[src/rtl/trap_pkg.sv]
package trap_pkg;
  typedef enum logic {
    RSN_ILLEGAL  = 1'b0,
    RSN_OVERFLOW = 1'b1
  } reason_e;

  typedef struct packed {
    logic    take;
    reason_e reason;
    logic    kill_ex;
  } trap_sel_t;
endpackage

[src/rtl/trap_arbiter.sv]
module trap_arbiter #(
  parameter int XLEN = 32
) (
  input  logic                  id_hit,
  input  logic                  ex_hit,
  input  logic [XLEN-1:0]       id_pc,
  input  logic [XLEN-1:0]       ex_pc,
  output trap_pkg::trap_sel_t   sel,
  output logic [XLEN-1:0]       src_pc
);
  import trap_pkg::*;

  // Execute holds the older instruction, so it outranks decode.
  always_comb begin
    sel.take    = ex_hit | id_hit;
    sel.kill_ex = ex_hit;
    sel.reason  = ex_hit ? RSN_OVERFLOW : RSN_ILLEGAL;
    src_pc      = ex_hit ? ex_pc : id_pc;
  end
endmodule

[src/rtl/trap_target.sv]
module trap_target #(
  parameter int              XLEN       = 32,
  parameter bit              VECTORED   = 1'b0,
  parameter logic [XLEN-1:0] FIXED_BASE = 32'h8000_0180,
  parameter logic [XLEN-1:0] VEC_BASE   = 32'hC000_0000,
  parameter logic [XLEN-1:0] VEC_STRIDE = 32'h0000_0020
) (
  input  trap_pkg::reason_e reason,
  output logic [XLEN-1:0]   target
);
  generate
    if (VECTORED) begin : g_vec
      always_comb target = VEC_BASE + (XLEN'(reason) * VEC_STRIDE);
    end else begin : g_fixed
      logic unused_reason;
      always_comb unused_reason = reason;
      always_comb target = FIXED_BASE;
    end
  endgenerate
endmodule

[src/rtl/trap_state.sv]
module trap_state #(
  parameter int XLEN    = 32,
  parameter int PC_STEP = 4
) (
  input  logic              clk,
  input  logic              rst,
  input  logic              take,
  input  trap_pkg::reason_e reason,
  input  logic [XLEN-1:0]   src_pc,
  output logic [XLEN-1:0]   epc_q,
  output logic              reason_q
);
  localparam logic [XLEN-1:0] STEP = XLEN'(PC_STEP);

  always_ff @(posedge clk) begin
    if (rst) begin
      epc_q    <= '0;
      reason_q <= 1'b0;
    end else if (take) begin
      epc_q    <= src_pc + STEP;
      reason_q <= reason;
    end
  end
endmodule

[src/rtl/trap_unit.sv]
module trap_unit #(
  parameter int              XLEN       = 32,
  parameter bit              VECTORED   = 1'b0,
  parameter int              PC_STEP    = 4,
  parameter logic [XLEN-1:0] FIXED_BASE = 32'h8000_0180,
  parameter logic [XLEN-1:0] VEC_BASE   = 32'hC000_0000,
  parameter logic [XLEN-1:0] VEC_STRIDE = 32'h0000_0020
) (
  input  logic            clk,
  input  logic            rst,
  input  logic            id_valid,
  input  logic            id_illegal,
  input  logic [XLEN-1:0] id_pc,
  input  logic            ex_valid,
  input  logic            ex_ovf,
  input  logic [XLEN-1:0] ex_pc,
  input  logic            ex_wen_i,
  output logic            ex_wen_o,
  output logic            flush_fd,
  output logic            flush_de,
  output logic            bubble_em,
  output logic            redirect,
  output logic [XLEN-1:0] redirect_pc,
  output logic [XLEN-1:0] epc,
  output logic            cause
);
  import trap_pkg::*;

  logic            id_hit, ex_hit;
  trap_sel_t       sel;
  logic [XLEN-1:0] src_pc;
  logic [XLEN-1:0] target;

  always_comb begin
    id_hit = id_valid & id_illegal;
    ex_hit = ex_valid & ex_ovf;
  end

  trap_arbiter #(.XLEN(XLEN)) u_arb (
    .id_hit(id_hit), .ex_hit(ex_hit), .id_pc(id_pc), .ex_pc(ex_pc),
    .sel(sel), .src_pc(src_pc)
  );

  trap_target #(
    .XLEN(XLEN), .VECTORED(VECTORED), .FIXED_BASE(FIXED_BASE),
    .VEC_BASE(VEC_BASE), .VEC_STRIDE(VEC_STRIDE)
  ) u_tgt (
    .reason(sel.reason), .target(target)
  );

  trap_state #(.XLEN(XLEN), .PC_STEP(PC_STEP)) u_state (
    .clk(clk), .rst(rst), .take(sel.take & ~rst), .reason(sel.reason),
    .src_pc(src_pc), .epc_q(epc), .reason_q(cause)
  );

  // Flush and redirect act in the fault cycle; no stage may advance a faulting op.
  always_comb begin
    flush_fd    = sel.take & ~rst;
    flush_de    = sel.take & ~rst;
    bubble_em   = sel.kill_ex & ~rst;
    redirect    = sel.take & ~rst;
    redirect_pc = target;
    ex_wen_o    = ex_wen_i & ~bubble_em;
  end
endmodule

[config.mk]
export PLATFORM = sky130hd
export DESIGN_NAME = trap_unit
export DESIGN_NICKNAME = d
export VERILOG_FILES = /design/src/rtl/trap_pkg.sv /design/src/rtl/trap_arbiter.sv /design/src/rtl/trap_target.sv /design/src/rtl/trap_state.sv /design/src/rtl/trap_unit.sv
export SDC_FILE = /design/constraint.sdc
export NUM_CORES = 1
export LEC_CHECK = 0
export ABC_AREA = 1
export BUFFER_PORTS_ARGS = -buffer_cell sky130_fd_sc_hd__clkbuf_2
export CAP_MARGIN = 10
export CORE_ASPECT_RATIO = 0.9
export CORE_MARGIN = 2
export CORE_UTILIZATION = 51
export DETAILED_ROUTE_END_ITERATION = 16
export PLACE_DENSITY = 0.87
export SYNTH_ARGS = -nofsm -noshare
export SYNTH_HDL_FRONTEND = slang
export SYNTH_SLANG_ARGS = --single-unit
[constraint.sdc]
create_clock -name clk -period 3.2 [get_ports clk]
set_input_delay 0.48 -clock clk [delete_from_list [all_inputs] [get_ports clk]]
set_output_delay 0.48 -clock clk [all_outputs]
set_load 0.1 [all_outputs]
## After elaboration in Yosys (flattened, before gate mapping)

Cells that the tools add are included.

- Word-level logic and storage cells: 13
- Output and inout bits: 70
- Input bits: 71
- Flip-flop bits (word level): 33

- Bitwise operators: 8
- $add $sub $neg: 1
- Mux-type cells: 2

Operators by type and width:

| kind | count |
|---|---|
| adder 32 x 3 -> 32 bit (second input constant) | 1 |
| 2-to-1 mux 32 bit | 1 |
| AND 1 bit | 5 |
| NOT 1 bit | 2 |
| 2-to-1 mux 1 bit | 1 |
| bitwise OR 1 bit | 1 |

## Logic depth before layout (Yosys ltp)

Gate-level depths: netlist (run 1).

- Depth in word-level cells: 4
- Gate-level depth with buffers: 14
- Mapped depth without buffers: 13

## By module

Synthesis (run 1) repeated with hierarchy kept, for this count alone.

- Cell total of the unflattened synthesis: 511
- Area total of the unflattened synthesis: 2,824.0 um^2

By module, submodules not included:

| module | area an instance (um^2) | sequential area each (um^2) | cells an instance | times used |
|---|---|---|---|---|
| trap_state | 2,059.5 | 660.6 | 357 | 1 |
| trap_arbiter | 455.4 | 0.0 | 107 | 1 |
| trap_target | 247.7 | 0.0 | 34 | 1 |
| trap_unit | 61.3 | 0.0 | 13 | 1 |

## Least setup slack after synthesis (run 1)

OpenSTA, ideal clock, no wires.

- Path type: input to output
- From: input port ex_valid
- To: output port ex_wen_o
- Buffers on the path: 2
- Stages on the path: 5
- Data arrival time: 3.061 ns
- Path slack: -0.341 ns
- Data required time: 2.720 ns
- Path through: buf_6 > nand2_8 > buf_4 > nor2_1 > nor2_1

- Word-level cells in the longest chain between the ends: 4

RTL lines:

| element | line | RTL |
|---|---|---|
| from (decl) | trap_unit.sv:14 | `input logic ex_valid,` |
| AND 1 bit | trap_unit.sv:36 | `ex_hit = ex_valid & ex_ovf;` |
| AND 1 bit | trap_unit.sv:60 | `bubble_em = sel.kill_ex & ~rst;` |
| via bubble_em | trap_unit.sv:21 | `output logic bubble_em,` |
| NOT 1 bit | trap_unit.sv:63 | `ex_wen_o = ex_wen_i & ~bubble_em;` |
| AND 1 bit | trap_unit.sv:63 |  |
| to (decl) | trap_unit.sv:18 | `output logic ex_wen_o,` |

The timed path passes the listed nets, and every way through them passes these cells.

## Worst setup path after layout (run 1)

- From: input port ex_valid
- To: output port flush_de

- Word-level cells in the longest chain between the ends: 3

RTL lines:

| element | line | RTL |
|---|---|---|
| AND 1 bit | trap_unit.sv:36 |  |
| bitwise OR 1 bit | trap_arbiter.sv:15 | `sel.take = ex_hit \| id_hit;` |
| AND 1 bit | trap_unit.sv:59 | `flush_de = sel.take & ~rst;` |
| to (decl) | trap_unit.sv:20 | `output logic flush_de,` |

No other way between the ends.

==> summary.md, run 1 <==
| Metric | Value |
|---|---|
| Crit start category | `input pin` |
| DR DRC count | `0` |
| Clock Latency Late Sink | `~0.28 ns` |
| CTS resizes | `0` |
| Initial drt markers | `~210` |
| Most common cell after layout, fill and taps aside | `nand2_1` |
| Crit end category | `primary output` |
| GR Util met2 | `0.364` |
| Unique masters post-synth | `35` |
| Arr. time, crit path | `between 1.5 and 2 ns` |
| Clock Power Share | `0.242` |
| Hold Worst Slack | `0.436 ns` |
| Slew Limit Headroom | `0.433` |
| Slew Viols, Final | `0` |
| PwrDens | `between 400 and 500 nW/um^2` |
| CTS HTree Levels | `2` |
| Post-synth EDFFs | `0` |
| Area added between synthesis and finish | `17.5%` |
| Ant diodes | `0` |
| Via count | `3055` |
| Psw | `840 uW` |
| Pin count of the biggest net entering global routing | `36` |
| Status | `finished, final reports clean` |
| GRT Total Usage | `0.237` |
| Worst Path Max Fanout | `35` |
| Slowest cell on the critical path | `nand2_1` |
| Lkg Pwr | `roughly 0.0019 uW` |
| Hold Buf Count CTS | `0` |
| I/O pin cnt | `141` |
| Unrepaired setup endpoints after global routing | `no` |
| Asr flop ratio synth | `0` |
| Core Region | `approximately 5700 sq um` |
| Register area share after synthesis | `0.222` |
| Root Driver | `clkbuf_8` |
| Vias per cell | `a little under 5` |
| Drt wl/cell | `about 12 um` |
| CTS buffer count | `5` |
| Number of synthesized register bits | `33` |
| Max cap viols | `0` |
| Reg clk slew, reported paths | `around 0.060 ns` |
| Post-DP HPWL | `approximately 6.3 mm` |
| Final ANT Viol Nets | `0` |
| Worst slack at placement | `between 0.5 and 0.6 ns` |
| Worst-path cell chain | `clkbuf_2 -> nand2_8 -> nand2_1 -> inv_1 -> nor2_1 -> buf_4 -> buf_12` |
| Clk buf depth | `2` |
| Gate power share | `0.477` |
| Hold Vio Cnt, Final | `0` |
| First-pass GRT wire length | `about 13 mm` |
| # Post-CTS Setup Buffers | `0` |
| Hold WC Path Type | `in2reg` |
| Layout cells sized above 1 | `0.329` |
| I/O Buffers | `approximately 110` |
| CP required | `2.72 ns` |
| Syn avg cell area | `between 6 and 7 sq um` |
| Worst slew pin tran | `about 0.85 ns` |
| Critical path buffer and inverter count | `4` |
| Setup_tns | `0 ns` |
| Switching Fraction | `0.500` |
| Die Y | `~76 um` |
| PnR worst setup slack | `about 0.74 ns` |
| Final net count | `634` |
| Setup violators final | `0` |
| Final Power | `1680 uW` |
| # clock sinks | `33` |
| Commonest non-fill, non-tap cells in the layout | `132 x nand2_1, 105 x clkbuf_2, 62 x nand3_1` |
| Fin crit share | `0.767` |
| Initial antenna violation count | `0` |
| Met1 GRT Util | `0.342` |
| CP top delay family | `buffers and inverters` |
| Ys Warns | `0` |
| Total gr overflow | `0` |
| Clk_skew | `0 ns` |
| CTS tree | `built` |
| DIE WIDTH | `around 84 um` |
| Num rows | `26` |
| Fillers | `roughly 570` |
| Synth Flop Type | `dfxtp_1` |
| Final GP Congestion | `0.897` |
| Vias in the first global route | `about 2800` |
| Max VDD drop | `around 440 uV` |
| Total wire length | `7.80 mm` |
| Kind of critical path | `in2out` |
| Post-Synthesis Cells | `approximately 470` |
| Period minus WS final | `roughly 2.5 ns` |
| GR peak layer | `met2` |
| Synthesized area | `slightly below 3000 sq um` |
| Max frequency | `approximately 410 MHz` |
| Die footprint | `6460 sq um` |
| Initial Utilization | `0.525` |
| Seq pwr share | `0.281` |
| Pint | `about 840 uW` |
| Met3 usage | `0.0358` |
| CP max stage delay | `0.29 ns` |
| Drt pass-1 iters | `5` |
-- worst paths after layout --
kind	startpoint	to	slack, ns	cells past startpoint
hold reg to reg	u_state.reason_q	u_state.reason_q	0.48	2
hold / removal	rst	u_state.reason_q	0.44	2
setup / recovery	ex_valid	flush_de	0.74	7
setup reg to reg	u_state.epc_q[12]	u_state.epc_q[12]	2.41	3
-- power by group through the flow --
| stage | Sequential, uW | Combinational [uW] | Clock [uW] |
|---|---|---|---|
| after floorplan | 749 | 434 | 0 |
| after global routing | 475 | 844 | 429 |
| final | 471 | 802 | 407 |
| after global placement | 479 | 791 | 0 |
| after detailed placement | 479 | 799 | 0 |
| after CTS | 471 | 801 | 408 |
-- layer usage --
metal | up-vias | share of wire
met1 | 1315 | 0.47
met4 | 0 | 0.012
met3 | 8 | 0.099
li1 | 1588 | -
met5 | - | 0
met2 | 144 | 0.42
-- sequential cells by signal (all words and copies together) (netlist names) --
signal and flops:
u_state.epc_q 32, u_state.reason_q 1
-- synthesized netlist by cell type, types with 2 or more instances --
master,number,area (sq um)
buf_8,2,30.0
xor2_1,3,26.3
inv_2,2,7.51
a21oi_1,5,25.0
nand2_1,132,495
buf_6,3,33.8
nand3_2,4,40.0
xnor2_1,5,43.8
buf_2,2,10.0
o21ai_1,6,30.0
clkbuf_1,7,26.3
inv_1,37,139
nand3_1,62,310
buf_4,39,293
nand2_4,4,45.0
nand2_2,31,194
dfxtp_1,33,661
nor2_2,12,75.1
nor2_4,8,90.1
o21ai_0,19,95.1
nor2_1,32,120
conb_1,2,7.51
a31oi_1,4,25.0
o21bai_1,2,15.0
-- cells by family (layout without fill, tap and decap cells) --
kind of cell    Yosys count  in the layout  share of synthesized area
buf+inv                  93            159                      0.188
simple gates            291            291                      0.487
xor+xnor                  8              8                     0.0236
compound gates           38             38                     0.0694
other cells               2             32                    0.00253
flops                    33             33                      0.222
mux                       1              1                    0.00337
fa+ha+maj                 1              1                    0.00421
-- area by class of cell --
class                      instances  area (sq um)  area share
tap                               70          87.6      0.0251
multi-input combinational        371          1870       0.535
clock buffer                       7          86.3      0.0247
inverter                          39           146      0.0419
clock inverter                     1          30.0     0.00859
timing repair buffer             112           616       0.176
sequential                        33           661       0.189
-- metrics by stage --
step	cells	utilization	cell area [sq um]
after global routing	633	0.618	3500
after floorplan	497	-	3090
after detailed placement	625	0.597	3380
final	633	0.618	3500
after CTS	633	0.618	3500
after global placement	625	0.597	3380
(Power assumes the default switching activity.)
==> run 2: changes to the inputs <==
ABC_AREA = 0   (was 1)
CORE_UTILIZATION = 46   (was 51)
PLACE_DENSITY = 0.82   (was 0.87)
clock period = 2.33 ns   (was 3.2 ns; I/O delays follow)
==> run 2 against run 1 <==
Synthesized cell count down 24%; clock skew unchanged; largest cell class unchanged; clock power up 37%; global-route usage up 2.1 points; critical path type is now in2reg; critical endpoint is now u_state.epc_q[24]; largest power group unchanged.
==> summary.md, run 2 <==
| Metric | Value |
|---|---|
| Commonest non-fill, non-tap cells in the layout | `103 x clkbuf_2, 58 x nand2_1, 44 x buf_4` |
| Hold WC Path Type | `in2reg` |
| Fillers | `515 (-10%)` |
| Drt pass-1 iters | `5 (unchanged)` |
| Root Driver | `clkbuf_8` |
| Share of Yosys cell area claimed by the top area cell type | `0.252 (+0.0295)` |
| Final ANT Viol Nets | `0 (unchanged)` |
| Register area share after synthesis | `0.252 (+0.0295)` |
| Reg clk slew, reported paths | `0.07 ns (about the same)` |
| Largest regs | `u_state.epc_q (32), u_state.reason_q (1)` |
| Layout cells sized above 1 | `0.356 (+0.0278)` |
| Vias per cell | `5.44 (+13%)` |
| Post-Synthesis Cells | `357 (-24%)` |
| Post-DP HPWL | `6.68 mm (+6.7%)` |
| RR Startpoint | `u_state.epc_q[2]` |
| DIE WIDTH | `83.6 um (-1.0%)` |
| Synthesized area | `2630 sq um (-12%)` |
| Worst-path cell chain | `clkbuf_2 -> and2_4 -> mux2_2 -> ha_2 -> o21ai_2 -> or3_1 -> or3_4 -> or4b_1 -> nand3_1` |
| PnR worst setup slack | `0.0738 ns (-0.671 ns)` |
| Initial drt markers | `232 (+10%)` |
| Pin count of the biggest net entering global routing | `29 (-19%)` |
| DR WL met3 | `820 um (+6.4%)` |
| Lkg Pwr | `0.00172 uW (-7.7%)` |
| Post-Layout Cell Count | `561 (-11%)` |
| Core Region | `5600 sq um (-1.1%)` |
| CTS tree | `built` |
| Final net count | `562 (-11%)` |
| Ys Warns | `0 (unchanged)` |
| # clock sinks | `33 (unchanged)` |
| Register area | `661 sq um (unchanged)` |
| Max frequency | `roughly 440 MHz` |
| Worst R2R Path Depth | `3 (unchanged)` |
| Kind of critical path | `in2reg` |
| Most frequent cell after synthesis | `nand2_1` |
| Hold Worst Slack | `0.308 ns (-0.128 ns)` |
| Main area contributors after synthesis | `dfxtp_1 25%, buf_4 10%, nand2_1 8.3%, mux2i_1 7.2%, nand3_1 6.1%` |
| Worst Path Max Fanout | `5 (-86%)` |
| Cells after DPL | `552 (-12%)` |
| Hold Path Stages | `3 (+1)` |
| Hold Vio Cnt, Final | `0 (unchanged)` |
| Setup violators final | `0 (unchanged)` |
| DR DRC count | `0 (unchanged)` |
| CTS HTree Levels | `2 (unchanged)` |
| Period minus WS final | `roughly 2.3 ns` |
| Post-synth top cells | `58 x nand2_1, 36 x buf_4, 33 x dfxtp_1` |
| Placed instance area | `3410 sq um (+0.81%)` |
| Worst setup path start | `ex_valid` |
| Unique masters post-synth | `48 (+37%)` |
| Clk buf depth | `2 (unchanged)` |
| Number of synthesized register bits | `33 (unchanged)` |
| Vias in the first global route | `2753 (-3.2%)` |
| Asr flop ratio synth | `0 (unchanged)` |
| Slowest cell on the critical path | `or4b_1` |
| Most common cell after layout, fill and taps aside | `clkbuf_2` |
| Max cap viols | `0 (unchanged)` |
| CP max stage delay | `0.52 ns (+0.23 ns)` |
| PwrDens | `629 nW/um^2 (+31%)` |
| Hold Buf Count CTS | `0 (unchanged)` |
| CTS buffer count | `5 (unchanged)` |
| Unrepaired setup endpoints after global routing | `no` |
| Initial antenna violation count | `0 (unchanged)` |
| I/O Buffers | `108 (unchanged)` |
| GRT Total Usage | `0.258 (+0.0213)` |
| Initial Utilization | `0.469 (-0.0563)` |
| Post-route cell area | `3530 sq um (+1.0%)` |
| Clock Latency Late Sink | `0.28 ns (about the same)` |
| Worst Hold Path EP | `u_state.epc_q[0]` |
| Synth Flop Type | `dfxtp_1` |
| Die Y | `75.7 um (-1.0%)` |
| Fin crit share | `0.968` |
| HP Start | `id_pc[0]` |
| CP required | `2.56 ns (-0.16 ns)` |
| Final GP Congestion | `0.918 (+2.4%)` |
| Drt wl/cell | `14.9 um (+21%)` |
| I/O pin cnt | `141 (unchanged)` |
| Reg with most FFs | `u_state.epc_q` |
| Post-synth EDFFs | `0 (unchanged)` |
| Total wire length | `8.34 mm (+6.9%)` |
| Crit end category | `register` |
| Worst slew pin tran | `0.552 ns (-0.297 ns)` |
| Via count | `3053 (-0.065%)` |
| Util after Layout | `0.631 (+0.0134)` |
| Area of the multi-input gates | `1730 sq um (-7.5%)` |
| Max VDD drop | `395 uV (-9.9%)` |
| Crit start category | `input pin` |
| Top sig layer | `met4` |
| Slew Viols, Final | `0 (unchanged)` |
| Worst r2r dst | `u_state.epc_q[2]` |
| Num rows | `26 (unchanged)` |
| Critical path buffer and inverter count | `1 (-3)` |
| Worst slack at placement | `-0.226 ns (-0.824 ns)` |
| Arr. time, crit path | `2.48 ns (+0.50 ns)` |
| Total gr overflow | `0 (unchanged)` |
| Status | `finished, final reports clean` |
| First-pass GRT wire length | `12.9 mm (+0.76%)` |
| CP top delay family | `simple AND/OR/NAND/NOR gates` |
| Die footprint | `6330 sq um (-2.0%)` |
| Wl on met1 | `3.67 mm (+0.47%)` |
| Max reg flops | `32 (unchanged)` |
| Met2 routed WL | `3.73 mm (+13%)` |
| Slew Limit Headroom | `0.633 (+0.200)` |
| Most area-hungry cell type in the Yosys netlist | `dfxtp_1` |
| Area added between synthesis and finish | `34.5%` |
| Syn avg cell area | `7.35 sq um (+15%)` |
| Ant diodes | `0 (unchanged)` |
| Clk_skew | `0 ns (unchanged)` |
| R2R Setup Slk | `1.62 ns (-0.79 ns)` |
run 2: cell count changes after synthesis, sizes merged, moves of 5 or more:
cell   delta
nand2   -109
and3      +9
nand3    -35
nand4    +20
nor3      +6
a21oi    +10
nor2     -38
inv      -37
xor2      +5
mux2      +5
mux2i    +18
run 2: metrics by stage:
step	power, uW	setup TNS, ns
3_3_place_gp	1660	-0.847
3_5_place_dp	1670	-1.22
6_report	2220	0
2_1_floorplan	1480	-4.13
4_1_cts	2220	0
5_1_grt	2310	0
run 2: layout make-up:
| type | instances | share of cell area |
|---|---|---|
| flip-flops and latches | 33 | 0.187 |
| well taps | 70 | 0.0248 |
| inverters | 3 | 0.00319 |
| multi-input cells | 296 | 0.490 |
| clock buffers | 7 | 0.0245 |
| clock inverters | 1 | 0.00850 |
| repair buffers | 151 | 0.262 |
run 2: tightest hold or removal path, cell delays in order:
cell	delay (ns)
clkbuf_2	0.08
nand2_1	0.05
a311oi_1	0.08
run 2: how the worst max path moves through the flow:
stage / slack [ns] / cells after the start / endpoint
2_1_floorplan: -0.62 / 15 / u_state.epc_q[24]
3_3_place_gp: -0.17 / 9 / u_state.epc_q[24]
3_5_place_dp: -0.23 / 9 / u_state.epc_q[24]
4_1_cts: 0.06 / 9 / u_state.epc_q[24]
5_1_grt: 0.008 / 9 / u_state.epc_q[24]
6_report: 0.07 / 9 / u_state.epc_q[24]
run 2: cell families after synthesis:
kind of cell,count (synthesis),share of synthesized area
XOR/XNOR,12,0.0400
buffers and inverters,58,0.138
other,2,0.00286
adder cells (fa/ha/maj),1,0.00477
AO/OA/AOI/OAI,63,0.153
AND/OR/NAND/NOR,164,0.316
multiplexers,24,0.0939
flip-flops,33,0.252
run 2: layer usage:
layer,vias up,track usage
li1,1484,-
met1,1378,0.352
met2,175,0.418
met3,16,0.0401
met4,0,0.104
met5,-,0
run 2: where the power goes:
part / internal [uW] / total, uW / switching [uW]
logic: 218 / 1030 / 813
registers: 608 / 630 / 22.6
clock network: 349 / 559 / 211
run 2: repair_timing:
item                       4_1_cts  5_1_grt
setup endpoints to repair        0        2
hold endpoints to repair         0        0
setup buffers                    0        1
gates resized for setup          0        0
==> run 3: changes to the inputs <==
CELL_PAD_IN_SITES_DETAIL_PLACEMENT = 0   (was unset)
CELL_PAD_IN_SITES_GLOBAL_PLACEMENT = 1   (was unset)
CORE_UTILIZATION = 31   (was 46)
PLACE_DENSITY = unset   (was 0.82)
PLACE_DENSITY_LB_ADDON = 0.1   (was unset)
==> run 3 against run 2 <==
Total power rose by 6.0%; critical path depth is the same; die area is 46% higher; largest cell class unchanged; clock-buffer cell count shrank 2; cell count is 7.8% higher; wire length is 16% higher; largest power group unchanged; via count fell by 1.9%; global-route usage shrank 4.9 points; utilization down 17 points.
==> summary.md, run 3 (synthesis gave the netlist of run 2 again) <==
| Metric | Value |
|---|---|
| Status | `finished, final reports clean` |
| Util after Layout | `0.457 (-0.174)` |
| Commonest non-fill, non-tap cells in the layout | `103 x clkbuf_2, 58 x nand2_1, 58 x buf_4` |
| HP Start | `ex_pc[1]` |
| Most common cell after layout, fill and taps aside | `clkbuf_2` |
| Fillers | `866 (+68%)` |
| DR WL met3 | `679 um (-17%)` |
| Lkg Pwr | `0.00181 uW (+5.1%)` |
| Met2 routed WL | `4.20 mm (+13%)` |
| Slew Viols, Final | `0 (unchanged)` |
| Max reg flops | `32 (unchanged)` |
| Initial Utilization | `0.322 (-0.147)` |
| Hold WC Path Type | `in2reg` |
| Die footprint | `9220 sq um (+46%)` |
| # Post-CTS Setup Buffers | `0 (unchanged)` |
| RR Startpoint | `u_state.epc_q[21]` |
| Core Region | `8150 sq um (+46%)` |
| Drt wl/cell | `16.0 um (+7.4%)` |
| Ant diodes | `0 (unchanged)` |
| Via count | `2995 (-1.9%)` |
| Vias in the first global route | `2888 (+4.9%)` |
| Period minus WS final | `2.26 ns (-0.000684 ns)` |
| Clk_skew | `0 ns (unchanged)` |
| Final Power | `2350 uW (+6.0%)` |
| Vias per cell | `4.95 (-9.0%)` |
| Worst Hold Path EP | `u_state.epc_q[1]` |
| I/O Buffers | `108 (unchanged)` |
| Clk buf depth | `2 (unchanged)` |
| Total wire length | `9.66 mm (+16%)` |
| Die Y | `91.3 um (+21%)` |
| Initial drt markers | `111 (-52%)` |
| Worst Path Max Fanout | `5 (unchanged)` |
| First-pass GRT wire length | `15.1 mm (+17%)` |
| Crit start category | `input pin` |
| Worst r2r dst | `u_state.epc_q[21]` |
| Hold Vio Cnt, Final | `0 (unchanged)` |
| Hold Worst Slack | `0.305 ns (-0.00314 ns)` |
| Worst slew pin tran | `0.573 ns (+0.0205 ns)` |
| Reg with most FFs | `u_state.epc_q` |
| Reg clk slew, reported paths | `0.08 ns (about the same)` |
| Layout cells sized above 1 | `0.381 (+0.0250)` |
| Total gr overflow | `0 (unchanged)` |
| Hold Path Stages | `3 (unchanged)` |
| Final ANT Viol Nets | `0 (unchanged)` |
| Cells after DPL | `597 (+8.2%)` |
| CTS HTree Levels | `2 (unchanged)` |
| DR DRC count | `0 (unchanged)` |
| Final GP Congestion | `0.951 (+3.6%)` |
| Area added between synthesis and finish | `41.8%` |
| I/O pin cnt | `141 (unchanged)` |
| PwrDens | `633 nW/um^2 (+0.60%)` |
| Post-Layout Cell Count | `605 (+7.8%)` |
| CTS tree | `built` |
| Root Driver | `clkbuf_8` |
| CTS buffer count | `5 (unchanged)` |
| Post-DP HPWL | `7.82 mm (+17%)` |
| Clock Latency Late Sink | `0.28 ns (about the same)` |
| Arr. time, crit path | `2.48 ns (about the same)` |
| Wl on met1 | `4.70 mm (+28%)` |
| Max cap viols | `0 (unchanged)` |
| Fin crit share | `0.968 (about the same)` |
| Kind of critical path | `in2reg` |
| Worst R2R Path Depth | `2 (-1)` |
| # clock sinks | `33 (unchanged)` |
| CTS resizes | `0 (unchanged)` |
| GRT Total Usage | `0.209 (-0.0491)` |
| Pin count of the biggest net entering global routing | `20 (-31%)` |
| Placed instance area | `3580 sq um (+5.0%)` |
| Final net count | `577 (+2.7%)` |
| Largest regs | `u_state.epc_q (32), u_state.reason_q (1)` |
| Crit end category | `register` |
| Max frequency | `443 MHz (about the same)` |
| Drt pass-1 iters | `4 (-1)` |
| CP required | `2.56 ns (about the same)` |
| R2R Setup Slk | `1.63 ns (about the same)` |
| DIE WIDTH | `101 um (+21%)` |
| Hold Buf Count CTS | `0 (unchanged)` |
| Slew Limit Headroom | `0.620 (-0.0136)` |
| Initial antenna violation count | `0 (unchanged)` |
| Max VDD drop | `319 uV (-19%)` |
| Setup violators final | `0 (unchanged)` |
| Num rows | `31 (+19%)` |
| Post-route cell area | `3720 sq um (+5.4%)` |
| Top sig layer | `met4` |
## run 3: how the worst max path moves through the flow
stage,slack (ns),depth (start not counted),endpoint,start
2_1_floorplan,-0.62,15,u_state.epc_q[24],ex_valid
3_3_place_gp,-0.24,9,u_state.epc_q[24],ex_valid
3_5_place_dp,-0.26,9,u_state.epc_q[24],ex_valid
4_1_cts,0.03,9,u_state.epc_q[24],ex_valid
5_1_grt,-0.002,9,u_state.epc_q[24],ex_valid
6_report,0.07,9,u_state.epc_q[24],ex_valid
## run 3: layout make-up
| cell class | count | area (sq um) | share of cell area |
|---|---|---|---|
| Clock buffer | 5 | 68.8 | 0.0185 |
| Clock inverter | 3 | 65.1 | 0.0175 |
| Inverter | 3 | 11.3 | 0.00303 |
| Multi-Input combinational cell | 296 | 1740 | 0.468 |
| Sequential cell | 33 | 661 | 0.178 |
| Tap cell | 99 | 124 | 0.0333 |
| Timing Repair Buffer | 166 | 1050 | 0.282 |
## run 3: layer usage
layer | global-route usage | vias to the layer above
met5 | 0 | -
met4 | 0.0349 | 0
met3 | 0.0400 | 4
met2 | 0.326 | 118
met1 | 0.303 | 1356
li1 | - | 1517
## run 3: per-stage QoR
stage	worst slack [ns]	TNS, ns
global route	-0.00188	-0.00188
global placement	-0.239	-1.34
detailed placement	-0.258	-1.60
floorplan	-0.621	-4.13
CTS	0.0274	0
finish	0.0745	0
## run 3: critical path: stages
cell and delay [ns]:
clkbuf_2 0.10, and2_4 0.17, mux2_2 0.23, ha_2 0.19, o21ai_2 0.06, or3_4 0.36
or3_4 0.42, or4b_1 0.50, nand3_1 0.09
## run 3: where the power goes
group          internal, uW  leakage (uW)  switching, uW
logic                   237       0.00147            826
clock network           425     0.0000681            234
registers               607      0.000272           24.1
